===== config.mk =====
export PLATFORM = sky130hd
export DESIGN_NAME = recirc_shift_chain
export DESIGN_NICKNAME = d
export VERILOG_FILES = /design/src/rtl/rsc_pkg.sv /design/src/rtl/rsc_section.sv /design/src/rtl/rsc_sequencer.sv /design/src/rtl/recirc_shift_chain.sv
export SDC_FILE = /design/constraint.sdc
export NUM_CORES = 1
export LEC_CHECK = 0
export ABC_AREA = 1
export BUFFER_PORTS_ARGS = -buffer_cell sky130_fd_sc_hd__buf_2
export CAP_MARGIN = 15
export CELL_PAD_IN_SITES_DETAIL_PLACEMENT = 1
export CELL_PAD_IN_SITES_GLOBAL_PLACEMENT = 1
export CORE_MARGIN = 3
export CORE_UTILIZATION = 40
export DETAILED_ROUTE_END_ITERATION = 8
export HOLD_SLACK_MARGIN = 0.1
export PLACE_DENSITY = 0.69
export SETUP_SLACK_MARGIN = 0.4
export SLEW_MARGIN = 0
export SYNTH_ARGS = -nofsm -noshare
export SYNTH_HDL_FRONTEND = slang
export SYNTH_SLANG_ARGS = --single-unit

===== constraint.sdc =====
create_clock -name clk -period 1.2 [get_ports clk]
set_input_delay 0.06 -clock clk [delete_from_list [all_inputs] [get_ports clk]]
set_output_delay 0.06 -clock clk [all_outputs]
set_load 0.05 [all_outputs]

===== src/rtl/rsc_pkg.sv =====
package rsc_pkg;

  // Bit offered to the head section for one of its serial inputs:
  // either the looped-back tail bit or the external bit.
  function automatic logic feed_src(logic loop_en, logic loop_bit, logic ext_bit);
    return loop_en ? loop_bit : ext_bit;
  endfunction

  // Serial input select inside a section.
  function automatic logic pick_serial(logic pick_b, logic a, logic b);
    return pick_b ? b : a;
  endfunction

endpackage


===== src/rtl/rsc_section.sv =====
module rsc_section
  import rsc_pkg::*;
#(
  parameter int STAGES = 64
) (
  input  logic clk,
  input  logic rst,
  input  logic step,
  input  logic pick_b,
  input  logic din_a,
  input  logic din_b,
  output logic last
);

  logic [STAGES-1:0] stg;
  logic              in_bit;

  assign in_bit = pick_serial(pick_b, din_a, din_b);

  always_ff @(posedge clk) begin
    if (rst)       stg <= '0;
    else if (step) stg <= {stg[STAGES-2:0], in_bit};
  end

  assign last = stg[STAGES-1];

endmodule


===== src/rtl/rsc_sequencer.sv =====
module rsc_sequencer #(
  parameter int SECTIONS = 3,
  parameter bit DELAYED  = 1'b1
) (
  input  logic                clk,
  input  logic                rst,
  output logic [SECTIONS-1:0] step
);

  if (!DELAYED) begin : g_common
    assign step = '1;
  end else if (SECTIONS == 1) begin : g_single
    assign step = 1'b1;
  end else begin : g_walk
    localparam logic [SECTIONS-1:0] START = {1'b1, {(SECTIONS-1){1'b0}}};
    logic [SECTIONS-1:0] token;

    // Token moves from the tail section toward the head, then wraps.
    always_ff @(posedge clk) begin
      if (rst) token <= START;
      else     token <= {token[0], token[SECTIONS-1:1]};
    end

    assign step = token;
  end

endmodule


===== src/rtl/recirc_shift_chain.sv =====
module recirc_shift_chain
  import rsc_pkg::*;
#(
  parameter int STAGES   = 64,
  parameter int SECTIONS = 3,
  parameter bit DELAYED  = 1'b1
) (
  input  logic                clk,
  input  logic                rst,
  input  logic                pick_b,
  input  logic                ser_a,
  input  logic                ser_b,
  input  logic                loop_en,
  output logic                tail_q,
  output logic                tail_qn,
  output logic [SECTIONS-1:0] sec_step
);

  localparam int TAIL = SECTIONS - 1;

  logic [SECTIONS-1:0] sec_last;
  logic                hold_q;    // holding flip-flop for the looped-back bit
  logic                loop_bit;  // bit the head takes in loop-back mode
  logic                head_a;
  logic                head_b;

  rsc_sequencer #(.SECTIONS(SECTIONS), .DELAYED(DELAYED)) u_seq (
    .clk  (clk),
    .rst  (rst),
    .step (sec_step)
  );

  // Capture the tail bit on the clock in which the tail section steps.
  always_ff @(posedge clk) begin
    if (rst)                 hold_q <= 1'b0;
    else if (sec_step[TAIL]) hold_q <= sec_last[TAIL];
  end

  if (DELAYED) begin : g_loop_held
    assign loop_bit = hold_q;
  end else begin : g_loop_direct
    assign loop_bit = sec_last[TAIL];
  end

  assign head_a = feed_src(loop_en, loop_bit, ser_a);
  assign head_b = feed_src(loop_en, loop_bit, ser_b);

  for (genvar k = 0; k < SECTIONS; k++) begin : g_sec
    if (k == 0) begin : g_head
      rsc_section #(.STAGES(STAGES)) u_sec (
        .clk    (clk),
        .rst    (rst),
        .step   (sec_step[k]),
        .pick_b (pick_b),
        .din_a  (head_a),
        .din_b  (head_b),
        .last   (sec_last[k])
      );
    end else begin : g_body
      rsc_section #(.STAGES(STAGES)) u_sec (
        .clk    (clk),
        .rst    (rst),
        .step   (sec_step[k]),
        .pick_b (1'b0),
        .din_a  (sec_last[k-1]),
        .din_b  (sec_last[k-1]),
        .last   (sec_last[k])
      );
    end
  end

  assign tail_q  = sec_last[TAIL];
  assign tail_qn = ~sec_last[TAIL];

endmodule


==> impl_metrics.ini, run 1 <==
[drt]
drc = 0
routed_wl_um = 23200
drt-initial-drc-count = 281
viasPerCell = 5.30
ant_nets = 0
vias = 5692
drtPass1Iterations = 4
wl_per_cell_um = 21.6

[worst_hold_path]
hold_path_class = input port to register

[sta]
period_needed_ps = 1230
whs_ps = 170
fin_worst_skew_ps = 8.69
rsz0062_at_grt = yes
fmax_mhz = 812
finalHoldViolations = 0
setup_slack_ps = -32.2
slew_headroom_pct = 72.9
post-route-period-util_pct = 103
finalSetupTns_ps = -42.1
worstMarginPinSlew_ps = 406
slew_viol_final = 0
setup_viol = 2

[clocking]
numCtsBuffers = 17
clk_path_buf_depth = 2
insertion_delay_ps = 430
clkSinkCount = 196
cts_tree = yes
root_buffer = clkbuf_16
htreeDepth = 4
clk_pin_slew_ps = 70

[pwr]
ir_drop_mv = 1.11
design_power_total_mw = 15.1
intPower_mw = 11.0
power_frac_comb_pct = 14.1
p_switching_mw = 4.10
p_leak_nw = 3.73
p_clk_share_pct = 38.3
pwr_density_cell_nw_per_um2 = 1480
p_sw_share_pct = 27.2
p_seq_share_pct = 47.6

[run_status]
status = finished with violations
violations = setup timing

[global_routing]
grt_max_degree = 88
first_global_vias = 5663
grt_use_total_pct = 17.7
overflow = 0
antenna_found_initial = 0
grt_pass1_wl_um = 28100

[setup_path]
crit_fanout = 21
worstPathRequired_ps = 1510
worstPathArrival_ps = 1550
crit_type = register to register
end_kind = register
setup.worst_path.start_class = register

[floorplan]
num_rows = 47
core_um2 = 16900
dieArea_um2 = 19300
die_y_um = 139
initial_core_util_pct = 41.7
fp.dieW_um = 139
ioPinCount = 11

[yosys]
synth_ff_type = dfxtp_1
netlist_instances = 782
async_flop_share_pct = 0
synth-seq-cells = 196
syn_nets = 788
syn_area_um2 = 7060
synth_edf_count = 0
ys_seq_area_share_pct = 55.6
avgSynthCellArea_um2 = 9.03
yosysUniqueCellTypes = 20
yosys_warnings = 0

[placement]
detailed_place_hpwl_um = 7750
postPlaceCellArea_um2 = 7230
gp_congestion = 0.682
portBuffers = 10
place_ws_ps = 84.6

[layout]
area_growth_pct = 44.6
layout_common_cells = dfxtp_1, nor2_1, nor2_4
nets = 846
antenna_cells = 0
drive_above_1_share_pct = 41.6
fin_area_um2 = 10200
layout_commonest_cell = dfxtp_1
fill_cells = 1742

[job]
cap_violations = 0
repair_timing:
item | CTS | global route
endpoints found under the hold margin | 4 | 0
hold buffers | 5 | 0
setup endpoints to repair | 200 | 201
buffers inserted | 15 | 12
cloned | 16 | 17
gates resized for setup | 174 | 241
pin swaps | 22 | 44
routing by layer:
layer / GRT usage [%] / vias to the layer above / part of all wire (%)
li1: - / 2651 / -
met1: 21.6 / 2899 / 42
met2: 31.2 / 99 / 54
met3: 3.69 / 43 / 2.1
met4: 5.82 / 0 / 2.3
met5: 0 / - / 0
power groups by stage:
stage                     sequential (mW)  combinational [mW]  clock (mW)
final                                7.17                2.12        5.77
after global routing                 7.20                2.26        6.12
after CTS                            7.04                1.43        5.66
after detailed placement             7.15               0.971           0
after global placement               7.13               0.925           0
after floorplan                      7.10               0.859           0
cell usage after synthesis, types with 4 or more instances:
master / instances / area share (%)
inv_1: 66 / 3.5
buf_2: 13 / 0.92
clkbuf_1: 7 / 0.37
buf_4: 5 / 0.53
dfxtp_1: 196 / 56
buf_6: 23 / 3.7
o22ai_2: 59 / 10
clkbuf_2: 6 / 0.43
nand2_1: 4 / 0.21
nor2_1: 256 / 14
o21ai_0: 127 / 9.0
registers in the layout, summed over array words and instances, names as in the netlist:
name,flops
g_sec.g_head.u_sec.stg,64
g_sec.g_body.u_sec.stg,128
hold_q,1
u_seq.step,3
per-stage QoR:
step                      cells  util [%]
after global routing       1073      60.2
after CTS                  1044      52.1
after detailed placement    976      42.7
final                      1073      60.2
after global placement      976      42.7
after floorplan             782         -
final timing paths:
check / startpoint / endpoint / slack, ps / cells past startpoint
hold / removal: rst / u_seq.step[0] / 170 / 3
hold reg to reg: g_sec[2].g_body.u_sec.stg[5] / g_sec[2].g_body.u_sec.stg[6] / 490 / 2
setup reg to reg: u_seq.step[1] / g_sec[1].g_body.u_sec.stg[8] / -30 / 4
setup / recovery: u_seq.step[1] / g_sec[1].g_body.u_sec.stg[8] / -30 / 4
area by class of cell:
class,instances,area (um^2),area share (%)
inverters,69,305,2.99
repair inverters,7,130,1.28
clock inverters,8,72.6,0.711
flip-flops and latches,196,3940,38.6
well taps,220,275,2.70
repair buffers,88,1540,15.1
clock buffers,24,503,4.93
multi-input cells,461,3440,33.7
critical path: stages, from the launching register on:
cell     delay (ps)
dfxtp_4         390
buf_6           150
buf_12          150
o21ai_0         320
nor2_2          100
cells by family after synthesis:
family / Yosys count / synth area share [%]
buffers and inverters: 126 / 10.0
flip-flops: 196 / 55.6
AND/OR/NAND/NOR: 265 / 14.2
AO/OA/AOI/OAI: 195 / 20.2
No activity file was read; power rests on OpenSTA's default activity.
==> run 2, diff against run 1 <==
--- a/config.mk
+++ b/config.mk
@@ -10,8 +10,9 @@
 export CAP_MARGIN = 15
 export CELL_PAD_IN_SITES_DETAIL_PLACEMENT = 1
 export CELL_PAD_IN_SITES_GLOBAL_PLACEMENT = 1
-export CORE_MARGIN = 3
+export CORE_MARGIN = 4
 export CORE_UTILIZATION = 40
+export CTS_BUF_LIST = sky130_fd_sc_hd__clkbuf_16
 export DETAILED_ROUTE_END_ITERATION = 8
 export HOLD_SLACK_MARGIN = 0.1
 export PLACE_DENSITY = 0.69
==> impl_metrics.ini, run 2 (synthesis results as in run 1) <==
[placement]
gp_congestion = 0.681
placed_cells = 978
portBuffers = 10
detailed_place_hpwl_um = 7810

[drt]
drtPass1Iterations = 4
routed_wl_um = 17100
drc = 0
drt-initial-drc-count = 183
vias = 5213
viasPerCell = 4.96
ant_nets = 0
wl_per_cell_um = 16.3

[setup_path]
crit_fanout = 8
cp_top_family = flip-flops
cp_slowest_cell = dfxtp_4
path_cells = or2_4 > buf_6 > buf_12 > o21ai_2
end_kind = register
setup.worst_path.start_class = register
worstPathRequired_ps = 1570
slowest_delay_ps = 380
crit_type = register to register
worstPathArrival_ps = 1520
worst-path-buf-inv = 2

[global_routing]
grt_pass1_wl_um = 26100
grt_max_degree = 34
antenna_found_initial = 0
overflow = 0
first_global_vias = 5456
grt_use_total_pct = 16.0

[floorplan]
dieArea_um2 = 19800
num_rows = 48
die_y_um = 141
initial_core_util_pct = 40.8
ioPinCount = 11
core_um2 = 17300
fp.dieW_um = 141

[sta]
period_needed_ps = 1150
fmax_mhz = 867
finalSetupTns_ps = 0
finalHoldViolations = 0
setup_viol = 0
slew_viol_final = 0
slew_headroom_pct = 79.0
worstMarginPinSlew_ps = 312
rsz0062_at_grt = yes
post-route-period-util_pct = 96.1
fin_worst_skew_ps = 6.98

[layout]
register_area_um2 = 3940
largest_reg_flops = 128
area_growth_pct = 27.2
layout_common_cells = nor2_1, dfxtp_1, o21ai_1
nets = 819
fin_cells = 1051
multi_input_area_um2 = 2760
regMostFlops = g_sec.g_body.u_sec.stg
finish.utilization_pct = 51.9
drive_above_1_share_pct = 27.4
layout_commonest_cell = nor2_1
antenna_cells = 0
fill_cells = 1923

[job]
cap_violations = 0

[clocking]
clk_path_buf_depth = 2
clkSinkCount = 196
numCtsBuffers = 17
clk_pin_slew_ps = 80
insertion_delay_ps = 430
htreeDepth = 4
root_buffer = clkbuf_16
cts_tree = yes

[pwr]
p_leak_nw = 3.40
pwr_density_cell_nw_per_um2 = 1620
ir_drop_mv = 1.08

[worst_hold_path]
hold_path_class = input port to register

[run_status]
status = complete, no violations
[run 2: layout make-up]
class | instances | area share (%)
flip-flops and latches | 196 | 43.9
multi-input cells | 461 | 30.8
repair buffers | 64 | 11.2
clock buffers | 17 | 4.74
inverters | 69 | 3.36
well taps | 225 | 3.14
clock inverters | 15 | 2.16
repair inverters | 4 | 0.808
[run 2: repair_timing]
action                                  CTS  global route
hold buffers                              6             0
gates resized for setup                 109            96
endpoints found under the hold margin     4             0
gates cloned                              8             7
setup buffers                             9            11
pin swaps                                 4             6
endpoints found under the setup margin  200           201
[run 2: per-stage QoR]
stage / hold WS (ps) / power [mW] / worst slack [ps] / instance area, um^2
after floorplan: 125 / 7.96 / 224 / 7160
after global placement: 328 / 8.07 / 102 / 7290
after detailed placement: 328 / 8.15 / 51.4 / 7290
after CTS: 104 / 14.3 / 67.7 / 8430
after global routing: 186 / 15.1 / 16.0 / 8980
final: 172 / 14.5 / 46.4 / 8980
[run 2: worst paths after layout]
| check | to | cells after the start | slack, ps | from |
|---|---|---|---|---|
| worst min register to register | g_sec[2].g_body.u_sec.stg[30] | 2 | 490 | g_sec[2].g_body.u_sec.stg[29] |
| worst max register to register | g_sec[0].g_head.u_sec.stg[1] | 4 | 50 | u_seq.step[0] |
| worst min-delay path | g_sec[0].g_head.u_sec.stg[0] | 6 | 170 | rst |
| worst max-delay path | g_sec[0].g_head.u_sec.stg[1] | 4 | 50 | u_seq.step[0] |
[run 2: where the power goes]
part           switching (mW)  internal (mW)  total (mW)
clock network            2.75           3.18        5.92
registers               0.223           6.83        7.05
logic                   0.862          0.672        1.53
total                    3.83           10.7        14.5
[run 2: tightest hold or removal path: cells and delay by family]
kind                   cells  cell delay, ps
buffers and inverters      2             240
AND/OR/NAND/NOR            4             260
[run 2: metal layers]
| metal | global-route usage, % | share of wire [%] | wire length [um] |
|---|---|---|---|
| met3 | 3.56 | 1.6 | 282 |
| met2 | 27.8 | 51 | 8750 |
| met4 | 4.54 | 2.0 | 334 |
| met5 | 0 | 0 | 0 |
| met1 | 19.9 | 45 | 7750 |
==> run 3, diff against run 2 <==
--- a/config.mk
+++ b/config.mk
@@ -15,7 +15,7 @@
 export CTS_BUF_LIST = sky130_fd_sc_hd__clkbuf_16
 export DETAILED_ROUTE_END_ITERATION = 8
 export HOLD_SLACK_MARGIN = 0.1
-export PLACE_DENSITY = 0.69
+export PLACE_DENSITY_LB_ADDON = 0.1
 export SETUP_SLACK_MARGIN = 0.4
 export SLEW_MARGIN = 0
 export SYNTH_ARGS = -nofsm -noshare
==> impl_metrics.ini, run 3 (synthesis results as in run 1) <==
[run_status]
status = complete, no violations

[sta]
fin_worst_skew_ps = 7.80
post-route-period-util_pct = 93.6
setup_viol = 0
period_needed_ps = 1120
whs_ps = 89.4
slew_viol_final = 0
setup_slack_ps = 76.7
worstMarginPinSlew_ps = 389
slew_headroom_pct = 74.0
rsz0062_at_grt = yes
finalHoldViolations = 0
finalSetupTns_ps = 0
fmax_mhz = 890

[floorplan]
dieArea_um2 = 19800
ioPinCount = 11
initial_core_util_pct = 40.8
num_rows = 48
fp.dieW_um = 141
die_y_um = 141
core_um2 = 17300

[pwr]
p_seq_share_pct = 50.2
pwr_density_cell_nw_per_um2 = 1510
p_switching_mw = 3.70
intPower_mw = 10.5
design_power_total_mw = 14.2
p_clk_share_pct = 37.6
p_sw_share_pct = 26.1
ir_drop_mv = 1.03
p_leak_nw = 3.47
power_frac_comb_pct = 12.2

[setup_path]
worst-path-buf-inv = 3
worstPathRequired_ps = 1510
crit_type = register to register
worstPathArrival_ps = 1430
cp_slowest_cell = dfxtp_4
crit_fanout = 8
cpMostUsedCell = nor2_1
cp_top_family = buffers and inverters
path_cells = buf_6 > inv_8 > bufbuf_16 > nor2_1 > nor2_1
slowest_delay_ps = 380
setup.worst_path.start_class = register
end_kind = register

[global_routing]
grt_max_degree = 78
overflow = 0
antenna_found_initial = 0
grt_use_total_pct = 17.1
first_global_vias = 5632
grt_pass1_wl_um = 27700

[placement]
place_ws_ps = 149
postPlaceCellArea_um2 = 7210
gp_congestion = 0.678
detailed_place_hpwl_um = 7690
portBuffers = 10

[layout]
nets = 827
antenna_cells = 0
area_growth_pct = 33.3
regMostFlops = g_sec.g_body.u_sec.stg
largest_reg_flops = 128
fin_area_um2 = 9410
layout_commonest_cell = dfxtp_1
layout_common_cells = dfxtp_1, nor2_1, o21ai_1
drive_above_1_share_pct = 33.9

[clocking]
hold_buffers = 5
root_buffer = clkbuf_16
clkSinkCount = 196
clk_path_buf_depth = 2
insertion_delay_ps = 420
cts_tree = yes
numCtsBuffers = 17
htreeDepth = 4
clk_pin_slew_ps = 70

[drt]
routed_wl_um = 17600
drt-initial-drc-count = 174
viasPerCell = 4.96
ant_nets = 0
drtPass1Iterations = 4
vias = 5248
drc = 0
wl_per_cell_um = 16.6

[worst_hold_path]
hold_path_class = input port to register

[job]
cap_violations = 0
[run 3: cell types whose count changed in the layout (fill, tap and decap cells not counted), moves of 6 or more]
cell     before  now
nor2_1      238  183
nor2_2        4   28
nor2_4       14   45
o21ai_0      18   27
buf_12       20   14
[run 3: routing by layer]
layer / GRT usage [%] / wire length [um] / up-vias
met2: 29.6 / 9100 / 42
met1: 21.3 / 7830 / 2568
met3: 3.70 / 341 / 30
met5: 0 / 0 / -
li1: - / - / 2608
met4: 5.66 / 349 / 0
[run 3: final timing paths]
check,startpoint,to,slack [ps],depth (start not counted)
worst max register to register,u_seq.step[2],g_sec[2].g_body.u_sec.stg[27],80,5
worst max-delay path,u_seq.step[2],g_sec[2].g_body.u_sec.stg[27],80,5
worst min register to register,g_sec[2].g_body.u_sec.stg[11],g_sec[2].g_body.u_sec.stg[12],480,2
worst min-delay path,rst,u_seq.step[2],90,2
[run 3: per-stage QoR]
step | utilization, % | cells
5_1_grt | 54.4 | 1059
3_5_place_dp | 41.7 | 981
4_1_cts | 51.1 | 1046
6_report | 54.4 | 1059
3_3_place_gp | 41.7 | 981
2_1_floorplan | - | 782
[run 3: final cells by class]
cell class / instances / area (um^2)
multi-input combinational: 462 / 3090
sequential: 196 / 3940
clock buffer: 17 / 425
timing repair buffer: 68 / 1140
fill: 1862 / 7890
inverter: 69 / 287
timing repair inverter: 7 / 136
tap: 225 / 282
clock inverter: 15 / 116
[run 3: power groups by stage]
stage / Sequential [mW] / Clock [mW] / Combinational, mW
final: 7.11 / 5.33 / 1.73
after global routing: 7.15 / 5.74 / 1.89
after CTS: 7.06 / 5.43 / 1.49
after detailed placement: 7.15 / 0 / 0.967
after global placement: 7.14 / 0 / 0.923
after floorplan: 7.10 / 0 / 0.859
[run 3: what timing repair did]
| item | in CTS | in global routing |
|---|---|---|
| cloned | 17 | 11 |
| endpoints found under the setup margin | 199 | 201 |
| pin swaps | 43 | 6 |
| endpoints found under the hold margin | 3 | 1 |
| setup buffers | 11 | 2 |
| resized for setup | 188 | 125 |
[run 3: worst reg2reg max path: stages, from the launching register on]
cell and delay [ps]:
dfxtp_4 380, buf_6 140, inv_8 60, bufbuf_16 280, nor2_1 90, nor2_1 60
